File: config.mk
export PLATFORM = sky130hd
export DESIGN_NAME = halfwarp_coalescer
export DESIGN_NICKNAME = d
export VERILOG_FILES = /design/src/rtl/hwc_pkg.sv /design/src/rtl/hwc_group.sv /design/src/rtl/hwc_span.sv /design/src/rtl/halfwarp_coalescer.sv
export SDC_FILE = /design/constraint.sdc
export NUM_CORES = 2
export LEC_CHECK = 0
export ABC_AREA = 1
export ABC_CLOCK_PERIOD_IN_PS = 57200
export CORE_MARGIN = 2
export CORE_UTILIZATION = 50
export DETAILED_ROUTE_END_ITERATION = 8
export PLACE_DENSITY = 0.77
export SLEW_MARGIN = 30
export SYNTH_ARGS = -nofsm -noshare
export SYNTH_HDL_FRONTEND = slang
export SYNTH_HIERARCHICAL = 1
export SYNTH_SLANG_ARGS = --single-unit
File: constraint.sdc
create_clock -name clk -period 57.2 [get_ports clk]
set_input_delay 11.44 -clock clk [delete_from_list [all_inputs] [get_ports clk]]
set_output_delay 11.44 -clock clk [all_outputs]
set_load 0.02 [all_outputs]
File: src/rtl/hwc_pkg.sv
package hwc_pkg;
    localparam int NTHR   = 16;
    localparam int AW     = 32;
    localparam int SEG_LG = 7;   // log2 of the largest transaction in bytes

    typedef enum logic [1:0] {
        SZ32  = 2'd0,
        SZ64  = 2'd1,
        SZ128 = 2'd2
    } txn_sz_e;

    typedef enum logic [1:0] {
        ST_IDLE  = 2'd0,
        ST_ISSUE = 2'd1,
        ST_DONE  = 2'd2
    } st_e;

    function automatic logic [SEG_LG:0] elem_bytes(input logic [1:0] code);
        case (code)
            2'd0:    return 8'd4;
            2'd1:    return 8'd8;
            default: return 8'd16;
        endcase
    endfunction
endpackage

File: src/rtl/hwc_group.sv
module hwc_group
    import hwc_pkg::*;
#(
    parameter int N  = NTHR,
    parameter int SW = AW - SEG_LG
) (
    input  logic [N-1:0]    pend_i,
    input  logic [N*SW-1:0] seg_flat_i,
    output logic [N-1:0]    grp_o,
    output logic [SW-1:0]   lead_seg_o
);
    logic [SW-1:0] seg_a [N];

    generate
        for (genvar i = 0; i < N; i++) begin : g_unpack
            assign seg_a[i] = seg_flat_i[i*SW +: SW];
        end
    endgenerate

    // lowest pending thread picks the segment
    always_comb begin
        lead_seg_o = '0;
        for (int i = N-1; i >= 0; i--) begin
            if (pend_i[i]) lead_seg_o = seg_a[i];
        end
    end

    generate
        for (genvar i = 0; i < N; i++) begin : g_match
            assign grp_o[i] = pend_i[i] && (seg_a[i] == lead_seg_o);
        end
    endgenerate
endmodule

File: src/rtl/hwc_span.sv
module hwc_span
    import hwc_pkg::*;
#(
    parameter int N  = NTHR,
    parameter int SW = AW - SEG_LG
) (
    input  logic               clk,
    input  logic               rst,
    input  logic               chk_en_i,
    input  logic [N-1:0]       grp_i,
    input  logic [N*SEG_LG-1:0] off_flat_i,
    input  logic [1:0]         esz_i,
    input  logic [SW-1:0]      seg_i,
    output logic [SW+SEG_LG-1:0] base_o,
    output txn_sz_e            size_o
);
    localparam logic [SEG_LG-1:0] OFF_MAX = '1;

    logic [SEG_LG-1:0] off_a [N];
    logic [SEG_LG-1:0] lo, hi;
    logic [SEG_LG:0]   last;
    logic [SEG_LG:0]   nbytes;

    generate
        for (genvar i = 0; i < N; i++) begin : g_unpack
            assign off_a[i] = off_flat_i[i*SEG_LG +: SEG_LG];
        end
    endgenerate

    assign nbytes = elem_bytes(esz_i);

    // byte span used inside the selected segment
    always_comb begin
        lo   = OFF_MAX;
        hi   = '0;
        last = '0;
        for (int i = 0; i < N; i++) begin
            if (grp_i[i]) begin
                last = {1'b0, off_a[i]} + nbytes - 1'b1;
                if (off_a[i] < lo) lo = off_a[i];
                if (last[SEG_LG]) hi = OFF_MAX;
                else if (last[SEG_LG-1:0] > hi) hi = last[SEG_LG-1:0];
            end
        end
    end

    always_comb begin
        if (lo[SEG_LG-1:SEG_LG-2] == hi[SEG_LG-1:SEG_LG-2]) begin
            size_o = SZ32;
            base_o = {seg_i, lo[SEG_LG-1:SEG_LG-2], {(SEG_LG-2){1'b0}}};
        end else if (lo[SEG_LG-1] == hi[SEG_LG-1]) begin
            size_o = SZ64;
            base_o = {seg_i, lo[SEG_LG-1], {(SEG_LG-1){1'b0}}};
        end else begin
            size_o = SZ128;
            base_o = {seg_i, {SEG_LG{1'b0}}};
        end
    end

    AST_SIZE_LEGAL: assert property (@(posedge clk) disable iff (rst)
        chk_en_i |-> (size_o != 2'd3)) else $error("illegal size");

    AST_BASE_ALIGNED: assert property (@(posedge clk) disable iff (rst)
        chk_en_i |-> (base_o[SEG_LG-3:0] == '0)
                 && (size_o == SZ32 || base_o[SEG_LG-2] == 1'b0)
                 && (size_o != SZ128 || base_o[SEG_LG-1] == 1'b0))
        else $error("base misaligned");
endmodule

File: src/rtl/halfwarp_coalescer.sv
module halfwarp_coalescer
    import hwc_pkg::*;
#(
    parameter int N = NTHR,
    parameter int W = AW
) (
    input  logic           clk,
    input  logic           rst,
    input  logic           req_valid_i,
    output logic           req_ready_o,
    input  logic [N-1:0]   req_mask_i,
    input  logic [N*W-1:0] req_addr_i,
    input  logic [1:0]     req_esz_i,
    output logic           txn_valid_o,
    input  logic           txn_ready_i,
    output logic [W-1:0]   txn_base_o,
    output logic [1:0]     txn_size_o,
    output logic [N-1:0]   txn_mask_o,
    output logic           done_o
);
    localparam int SW = W - SEG_LG;

    st_e                 state;
    logic [N-1:0]        pend;
    logic [N*W-1:0]      addr_q;
    logic [1:0]          esz_q;
    logic [N*SW-1:0]     seg_flat;
    logic [N*SEG_LG-1:0] off_flat;
    logic [N-1:0]        grp;
    logic [SW-1:0]       lead_seg;
    logic [N-1:0]        pend_nx;
    txn_sz_e             size_w;

    generate
        for (genvar i = 0; i < N; i++) begin : g_split
            assign seg_flat[i*SW +: SW]         = addr_q[i*W+SEG_LG +: SW];
            assign off_flat[i*SEG_LG +: SEG_LG] = addr_q[i*W +: SEG_LG];
        end
    endgenerate

    hwc_group #(.N(N), .SW(SW)) u_group (
        .pend_i     (pend),
        .seg_flat_i (seg_flat),
        .grp_o      (grp),
        .lead_seg_o (lead_seg)
    );

    hwc_span #(.N(N), .SW(SW)) u_span (
        .clk        (clk),
        .rst        (rst),
        .chk_en_i   (txn_valid_o),
        .grp_i      (grp),
        .off_flat_i (off_flat),
        .esz_i      (esz_q),
        .seg_i      (lead_seg),
        .base_o     (txn_base_o),
        .size_o     (size_w)
    );

    assign pend_nx     = pend & ~grp;
    assign req_ready_o = (state == ST_IDLE);
    assign txn_valid_o = (state == ST_ISSUE);
    assign done_o      = (state == ST_DONE);
    assign txn_mask_o  = grp;
    assign txn_size_o  = size_w;

    always_ff @(posedge clk) begin
        if (rst) begin
            state  <= ST_IDLE;
            pend   <= '0;
            addr_q <= '0;
            esz_q  <= '0;
        end else begin
            case (state)
                ST_IDLE: if (req_valid_i) begin
                    pend   <= req_mask_i;
                    addr_q <= req_addr_i;
                    esz_q  <= req_esz_i;
                    state  <= (req_mask_i == '0) ? ST_DONE : ST_ISSUE;
                end
                ST_ISSUE: if (txn_ready_i) begin
                    pend <= pend_nx;
                    if (pend_nx == '0) state <= ST_DONE;
                end
                default: state <= ST_IDLE;
            endcase
        end
    end

    AST_TXN_HOLD: assert property (@(posedge clk) disable iff (rst)
        (txn_valid_o && !txn_ready_i) |=> (txn_valid_o && $stable(txn_base_o)
            && $stable(txn_size_o) && $stable(txn_mask_o)))
        else $error("txn changed under backpressure");

    AST_MASK_NONEMPTY: assert property (@(posedge clk) disable iff (rst)
        txn_valid_o |-> (txn_mask_o != '0)) else $error("empty txn");

    AST_DONE_PULSE: assert property (@(posedge clk) disable iff (rst)
        done_o |=> (!done_o && req_ready_o)) else $error("done not a pulse");

    AST_BUSY_AFTER_ACCEPT: assert property (@(posedge clk) disable iff (rst)
        (req_valid_i && req_ready_o) |=> !req_ready_o) else $error("ready after accept");
endmodule

* Yosys cells after proc, flatten, opt, wreduce, memory -nomap -nowiden
Cells that the tools add are included.
** Cells by class
- Add/sub/neg operators :: 32
- $lt $le $gt $ge :: 32
- Equal/unequal tests :: 24
- Multiplexer cells :: 109
- Bitwise operators :: 2
- Reduce and logical (&&, ||, !) cells :: 24
** Operators with widths (count)
- $mux 7 :: 82
- $eq 25x25->1 :: 16
- $mux 25 :: 16
- $add 7x5->8 :: 16
- $sub 8x1->8 const B :: 16
- $gt 7x7->1 :: 15
- $lt 7x7->1 :: 15
- $logic_not 16->1 :: 2
- $mux 16 :: 2
- $pmux 16 s2 :: 1
- $and 16x16->16 :: 1
- $logic_and 1x1->1 :: 16
- $not 16->16 :: 1
- $mux 2 :: 6
- $pmux 5 s2 :: 1
- $gt 7x1->1 const B :: 1
- $lt 7x7->1 const B :: 1
- $reduce_and 3->1 :: 2
- $eq 2x1->1 const B :: 2
- $logic_not 2->1 :: 2
- $ne 2x1->1 const B :: 2
- $pmux 2 s2 :: 1
- $eq 2x2->1 :: 1
- $eq 2x2->1 const B :: 1
- 4 further kinds :: 4
** Word-level totals
- Bits in registers :: 532
- Input port bits :: 534
- Output and inout bits :: 53
- Logic and storage cells :: 227

* Longest topological paths before layout
- Word-level depth :: 82
- Depth in mapped cells :: 202
- Gate-level depth less buffers :: 199

* Hierarchy
Netlist, hierarchy kept.
** Modules (own cells, without submodules)
- halfwarp_coalescer :: times used 1, cells each 2402, area an instance 18714.2 um^2, sequential area each 10650.2 um^2
- hwc_span :: times used 1, cells each 2233, area an instance 13220.2 um^2, sequential area each 0.0 um^2
- hwc_group :: times used 1, cells each 2721, area an instance 12165.4 um^2, sequential area each 0.0 um^2

* Worst setup path after synthesis
No wires, ideal clock.
- Kind :: reg-to-output
- From :: reg pend[14]
- To :: out txn_base_o[5]
- Data arrival time :: 23.205 ns
- Required time :: 45.760 ns
- Path slack :: 22.555 ns
- Stages on the path, launching flop included :: 135
- Buffers on the path :: 17
- Cells stage by stage :: dfxtp_1 > buf_6 > inv_6 > buf_8 > nand2_1 > nand3_1 > nand3_1 > nand2_1 > nand2_1 > nand2_1 > nand3_1 > nand3_1 > nand3_1 > nand3_1 > nand3_1 > nand3_1 > nand2_1 > nand2_1 > [99 not listed] > o21ai_0 > ha_1 > a21oi_1 > nor2_1 > a2111oi_0 > nand2_1 > clkbuf_1 > o21ai_0 > ha_1 > nand2_1 > nor2_1 > a2111oi_0 > nand2_1 > a21oi_1 > ha_1 > inv_1 > nand3_1 > nor2_1
** On the way
- Elaborated cells on any way between the ends :: 156
- Those cells by class :: order compare: 30; eq/ne: 17; mux: 93; reduce/logical: 16
** RTL lines
- start: declaration :: RTL line halfwarp_coalescer.sv:24 : logic [N-1:0] pend;
- start signal: assignment :: RTL line halfwarp_coalescer.sv:76 : pend <= req_mask_i;
- start signal: assignment :: RTL line halfwarp_coalescer.sv:82 : pend <= pend_nx;
- $mux 25 (*) (15 in series) :: RTL line hwc_group.sv:24 : if (pend_i[i]) lead_seg_o = seg_a[i];
- $eq 25x25->1 (*) :: RTL line hwc_group.sv:30 : assign grp_o[i] = pend_i[i] && (seg_a[i] == lead_seg_o);
- $logic_and 1x1->1 (*) :: RTL line hwc_group.sv:30
- net txn_mask_o[1] :: RTL line halfwarp_coalescer.sv:18 : output logic [N-1:0] txn_mask_o,
- $mux 7 :: RTL line hwc_span.sv:38 : if (grp_i[i]) begin
- $gt 7x7->1 :: RTL line hwc_span.sv:42 : else if (last[SEG_LG-1:0] > hi) hi = last[SEG_LG-1:0];
- $mux 7 :: RTL line hwc_span.sv:42
- $mux 7 :: RTL line hwc_span.sv:41 : if (last[SEG_LG]) hi = OFF_MAX;
- [47 not listed]
- $mux 7 :: RTL line hwc_span.sv:41
- $mux 7 :: RTL line hwc_span.sv:38
- $gt 7x7->1 :: RTL line hwc_span.sv:42
- $mux 7 :: RTL line hwc_span.sv:42
- $mux 7 :: RTL line hwc_span.sv:41
- $mux 7 :: RTL line hwc_span.sv:38
- $eq 2x2->1 :: RTL line hwc_span.sv:48 : if (lo[SEG_LG-1:SEG_LG-2] == hi[SEG_LG-1:SEG_LG-2]) begin
- $mux 7 (*) :: RTL line hwc_span.sv:48
- end: declaration :: RTL line halfwarp_coalescer.sv:16 : output logic [W-1:0] txn_base_o,
Mark *: on every way through the listed nets, which the timed path passes. The rest lies on a longest branch.

* Final worst setup path
- From :: reg pend[13]
- To :: out txn_base_o[6]
** On the way
- Cells in the longest elaborated chain, start to end :: 80
- Elaborated cells on any way between the ends :: 157
- Those cells by class :: order compare: 30; eq/ne: 18; mux: 93; reduce/logical: 16
** Ends and longest elaborated chain
- $mux 25 (14 in series) :: RTL line hwc_group.sv:24
- $eq 25x25->1 :: RTL line hwc_group.sv:30
- $logic_and 1x1->1 :: RTL line hwc_group.sv:30
- $mux 7 :: RTL line hwc_span.sv:38
- $gt 7x7->1 :: RTL line hwc_span.sv:42
- $mux 7 :: RTL line hwc_span.sv:42
- $mux 7 :: RTL line hwc_span.sv:41
- $mux 7 :: RTL line hwc_span.sv:38
- [51 not listed]
- $mux 7 :: RTL line hwc_span.sv:38
- $gt 7x7->1 :: RTL line hwc_span.sv:42
- $mux 7 :: RTL line hwc_span.sv:42
- $mux 7 :: RTL line hwc_span.sv:41
- $mux 7 :: RTL line hwc_span.sv:38
- $eq 1x1->1 :: RTL line hwc_span.sv:51 : end else if (lo[SEG_LG-1] == hi[SEG_LG-1]) begin
- $mux 7 :: RTL line hwc_span.sv:51
- $mux 7 (*) :: RTL line hwc_span.sv:48
Every way passes the cells marked *; elsewhere a longest branch is shown, timed or not.

==> results.md <==
- GRT Residual Overflow: 0
- Die area: 0.0906 mm²
- Routed met3 length: 23300 µm
- Initial Utilization: 50.7%
- ANT nets after route: 0
- Final setup fails: 0
- Cell mode on critical path: nand2_1
- Setup bufs post-CTS: 0
- Worst slew margin: 31.4%
- WL/cell: around 24 µm
- Placer Congestion: about 1.1
- Worst skew pair latency: 0.69 ns
- M1 wire length: between 70000 and 80000 µm
- Cells after Synth: approximately 7400
- Family with the most delay on the worst path: compound AO/OA/AOI/OAI gates
- MaxCap Viol Count: 0
- Vias in the first global route: 47000
- Detailed Routing Iterations Pass 1: 7
- Cell Area, Synth: approximately 0.044 mm²
- Peak supply drop: around 0.000047 V
- Pwr dens: 40.8 mW/mm²
- Minimum clock period: 43.13 ns
- CTS root buf: clkbuf_16
- Initial antenna violation count: 4
- Crit path max-delay cell type: dfxtp_2
- Largest net degree at the start of global routing: 175
- Clock buffer count from CTS: 60
- Vias per std cell: 5.76
- Startpoint type of the worst setup path: register
- Post-synth ARST share: 0%
- Fin Clk Skew: 0.0452 ns
- Worst slew pin tran: 1.03 ns
- Multi-input logic area: 0.0282 mm²
- Vias: approximately 51000
- I/O Buffers: 581
- Hold Fails Final Rpt: 0
- # rows: 108
- Share of cells above drive strength 1: 4.65%
- Final Slew Violations: 0
- Worst EP required: ~46 ns
- EDFF count, synth: 0
- Register Area: about 0.011 mm²
- CTS Sinks: 532
- Critical path buffer and inverter count: 3
- CP peak stage delay: 0.90 ns
- RSZ-0062 raised after global routing: false
- Max Fclk: 23.2 MHz
- Top-Level Pins: 587
- Gates resized, CTS repair: 0
- Syn avg cell area: 6.00 µm²
- CP Max Fanout: 43
- CP Class: reg -> out
- DRT Wirelength: roughly 210000 µm
- Wire length on met2: 90200 µm
- Nets: 8526
- Synthesis warning total: 6
- Final setup TNS: 0 ns
- Fillers: 8650
- Initial drt markers: 6808
- Core area: 0.0870 mm²
- Clock tree from TritonCTS: built
- Top layer in use: met5
- Htree depth: 2
- Status: finished, final reports clean
- Area Growth Syn to Fin: 17.2%
- Clock Tree Buf Depth: 3
- Tot GR Track Use: 44.0%
- Worst setup EP type: primary output
- Sequential share of the synthesized area: around a quarter
- Static Leakage: 0.0252 µW
- Ys flop type: dfxtp_1
- Worst Hold Class: reg -> reg
- Layout Utilization: 59.4%
- Crit path DAT: around 32 ns
- Yosys reg bits: roughly 530
- Clock slew at reported path FFs: 0.06 ns
- CTS Hold Buffers Added: 0
- Post-DP HPWL: 151000 µm
- First-pass GRT wire length: 297000 µm
- Die Ht: 301 µm
- Final Cycle Share: roughly 75%
- Synth cell types: between 50 and 60
- DRC viols: 0
- Die X: 301 µm
## kinds of logic (layout without fill, tap and decap cells)
kind of cell               after synthesis  after routing  synth area share, %
buffers and inverters                 1201           1548                 12.0
xor gates and xnor gates                73             73                 1.45
AOI/OAI and AO/OA                     1103           1103                 13.2
other                                    1             10              0.00850
and+or+nand+nor                       4115           4115                 39.5
DFF                                    532            532                 24.2
adders and majority gates              331            331                 9.66
## worst reg2reg max path, delay by kind of cell (launching register included)
kind / cells / cell delay [ns]
buf+inv: 2 / 0.48
simple gates: 29 / 4.51
compound gates: 2 / 0.37
flops: 1 / 0.90
## per-stage QoR
step                total power [µW]  cell area [µm²]  cells  hold WS [ns]  setup slack, ns
detailed placement              1630            49500   8754         0.493            15.49
CTS                             2050            51600   8862         0.511            14.67
finish                          2110            51700   8867         0.513            14.07
global route                    2210            51700   8862         0.545            10.72
global placement                1620            49500   8754         0.485            16.46
floorplan                       1250            44100   7360         0.462            22.55
## flip-flops by register name, indices dropped and copies added (netlist names)
register  cells
state         2
pend         16
addr_q      512
esz_q         2
## synthesized netlist by cell type (46+ instances only)
library cell | number | area [µm²]
or2_2 | 46 | 288
o21ai_0 | 278 | 1390
o21ai_1 | 393 | 1970
dfxtp_1 | 532 | 10700
ha_1 | 315 | 3940
xor2_1 | 65 | 569
buf_2 | 115 | 576
nor2_1 | 1335 | 5010
nand2_2 | 69 | 432
buf_4 | 80 | 601
nand3_1 | 634 | 3170
nand2_1 | 1817 | 6820
inv_1 | 777 | 2920
clkbuf_1 | 143 | 537
nand3b_1 | 110 | 826
a21oi_1 | 314 | 1570
## cell type report
type,count,share of cell area [%]
multi-input combinational,5627,54.5
sequential,532,20.6
antenna,5,0.0242
clock inverter,27,0.649
timing repair buffer,636,12.1
inverter,804,5.89
clock buffer,81,3.41
tap,1155,2.80
## layout by cell type, fill, tap and decap left out, types with 8 or more instances in the layout
master	n
o211ai_1	23
clkdlybuf4s50_1	581
nor2_2	13
inv_1	777
and2_1	13
buf_4	52
a21o_1	14
nand3b_1	110
clkbuf_8	16
nand2_1	1816
clkinv_1	12
a2111oi_0	13
nand4_1	27
xnor2_1	8
fa_1	16
o21ai_0	278
nand2_2	70
xor2_1	65
or2_2	46
nand3_1	634
clkbuf_16	61
a21oi_1	314
a31oi_1	24
nand2_4	30
ha_1	315
nor2_1	1333
dfxtp_1	531
o21ai_1	393
inv_2	12
## per-layer routing
metal | global-route usage, % | up-vias
met3 | 9.94 | 852
met1 | 53.3 | 23000
met4 | 31.0 | 2
li1 | - | 24000
met5 | 0 | -
met2 | 69.2 | 3196
## report_power, final
group	switching (µW)	internal [µW]	total, µW
logic	841	372	1210
registers	67.5	412	480
clock network	173	242	416
total	1080	1030	2110
## worst paths after layout
kind	start	to	slack, ns	cells past startpoint
worst max-delay path	pend[13]	txn_base_o[6]	14.07	116
worst min register to register	addr_q[9]	addr_q[9]	0.51	2
worst min-delay path	addr_q[9]	addr_q[9]	0.51	2
worst max register to register	pend[13]	state[0]	50.83	33
No activity file was read; power rests on OpenSTA's default activity.
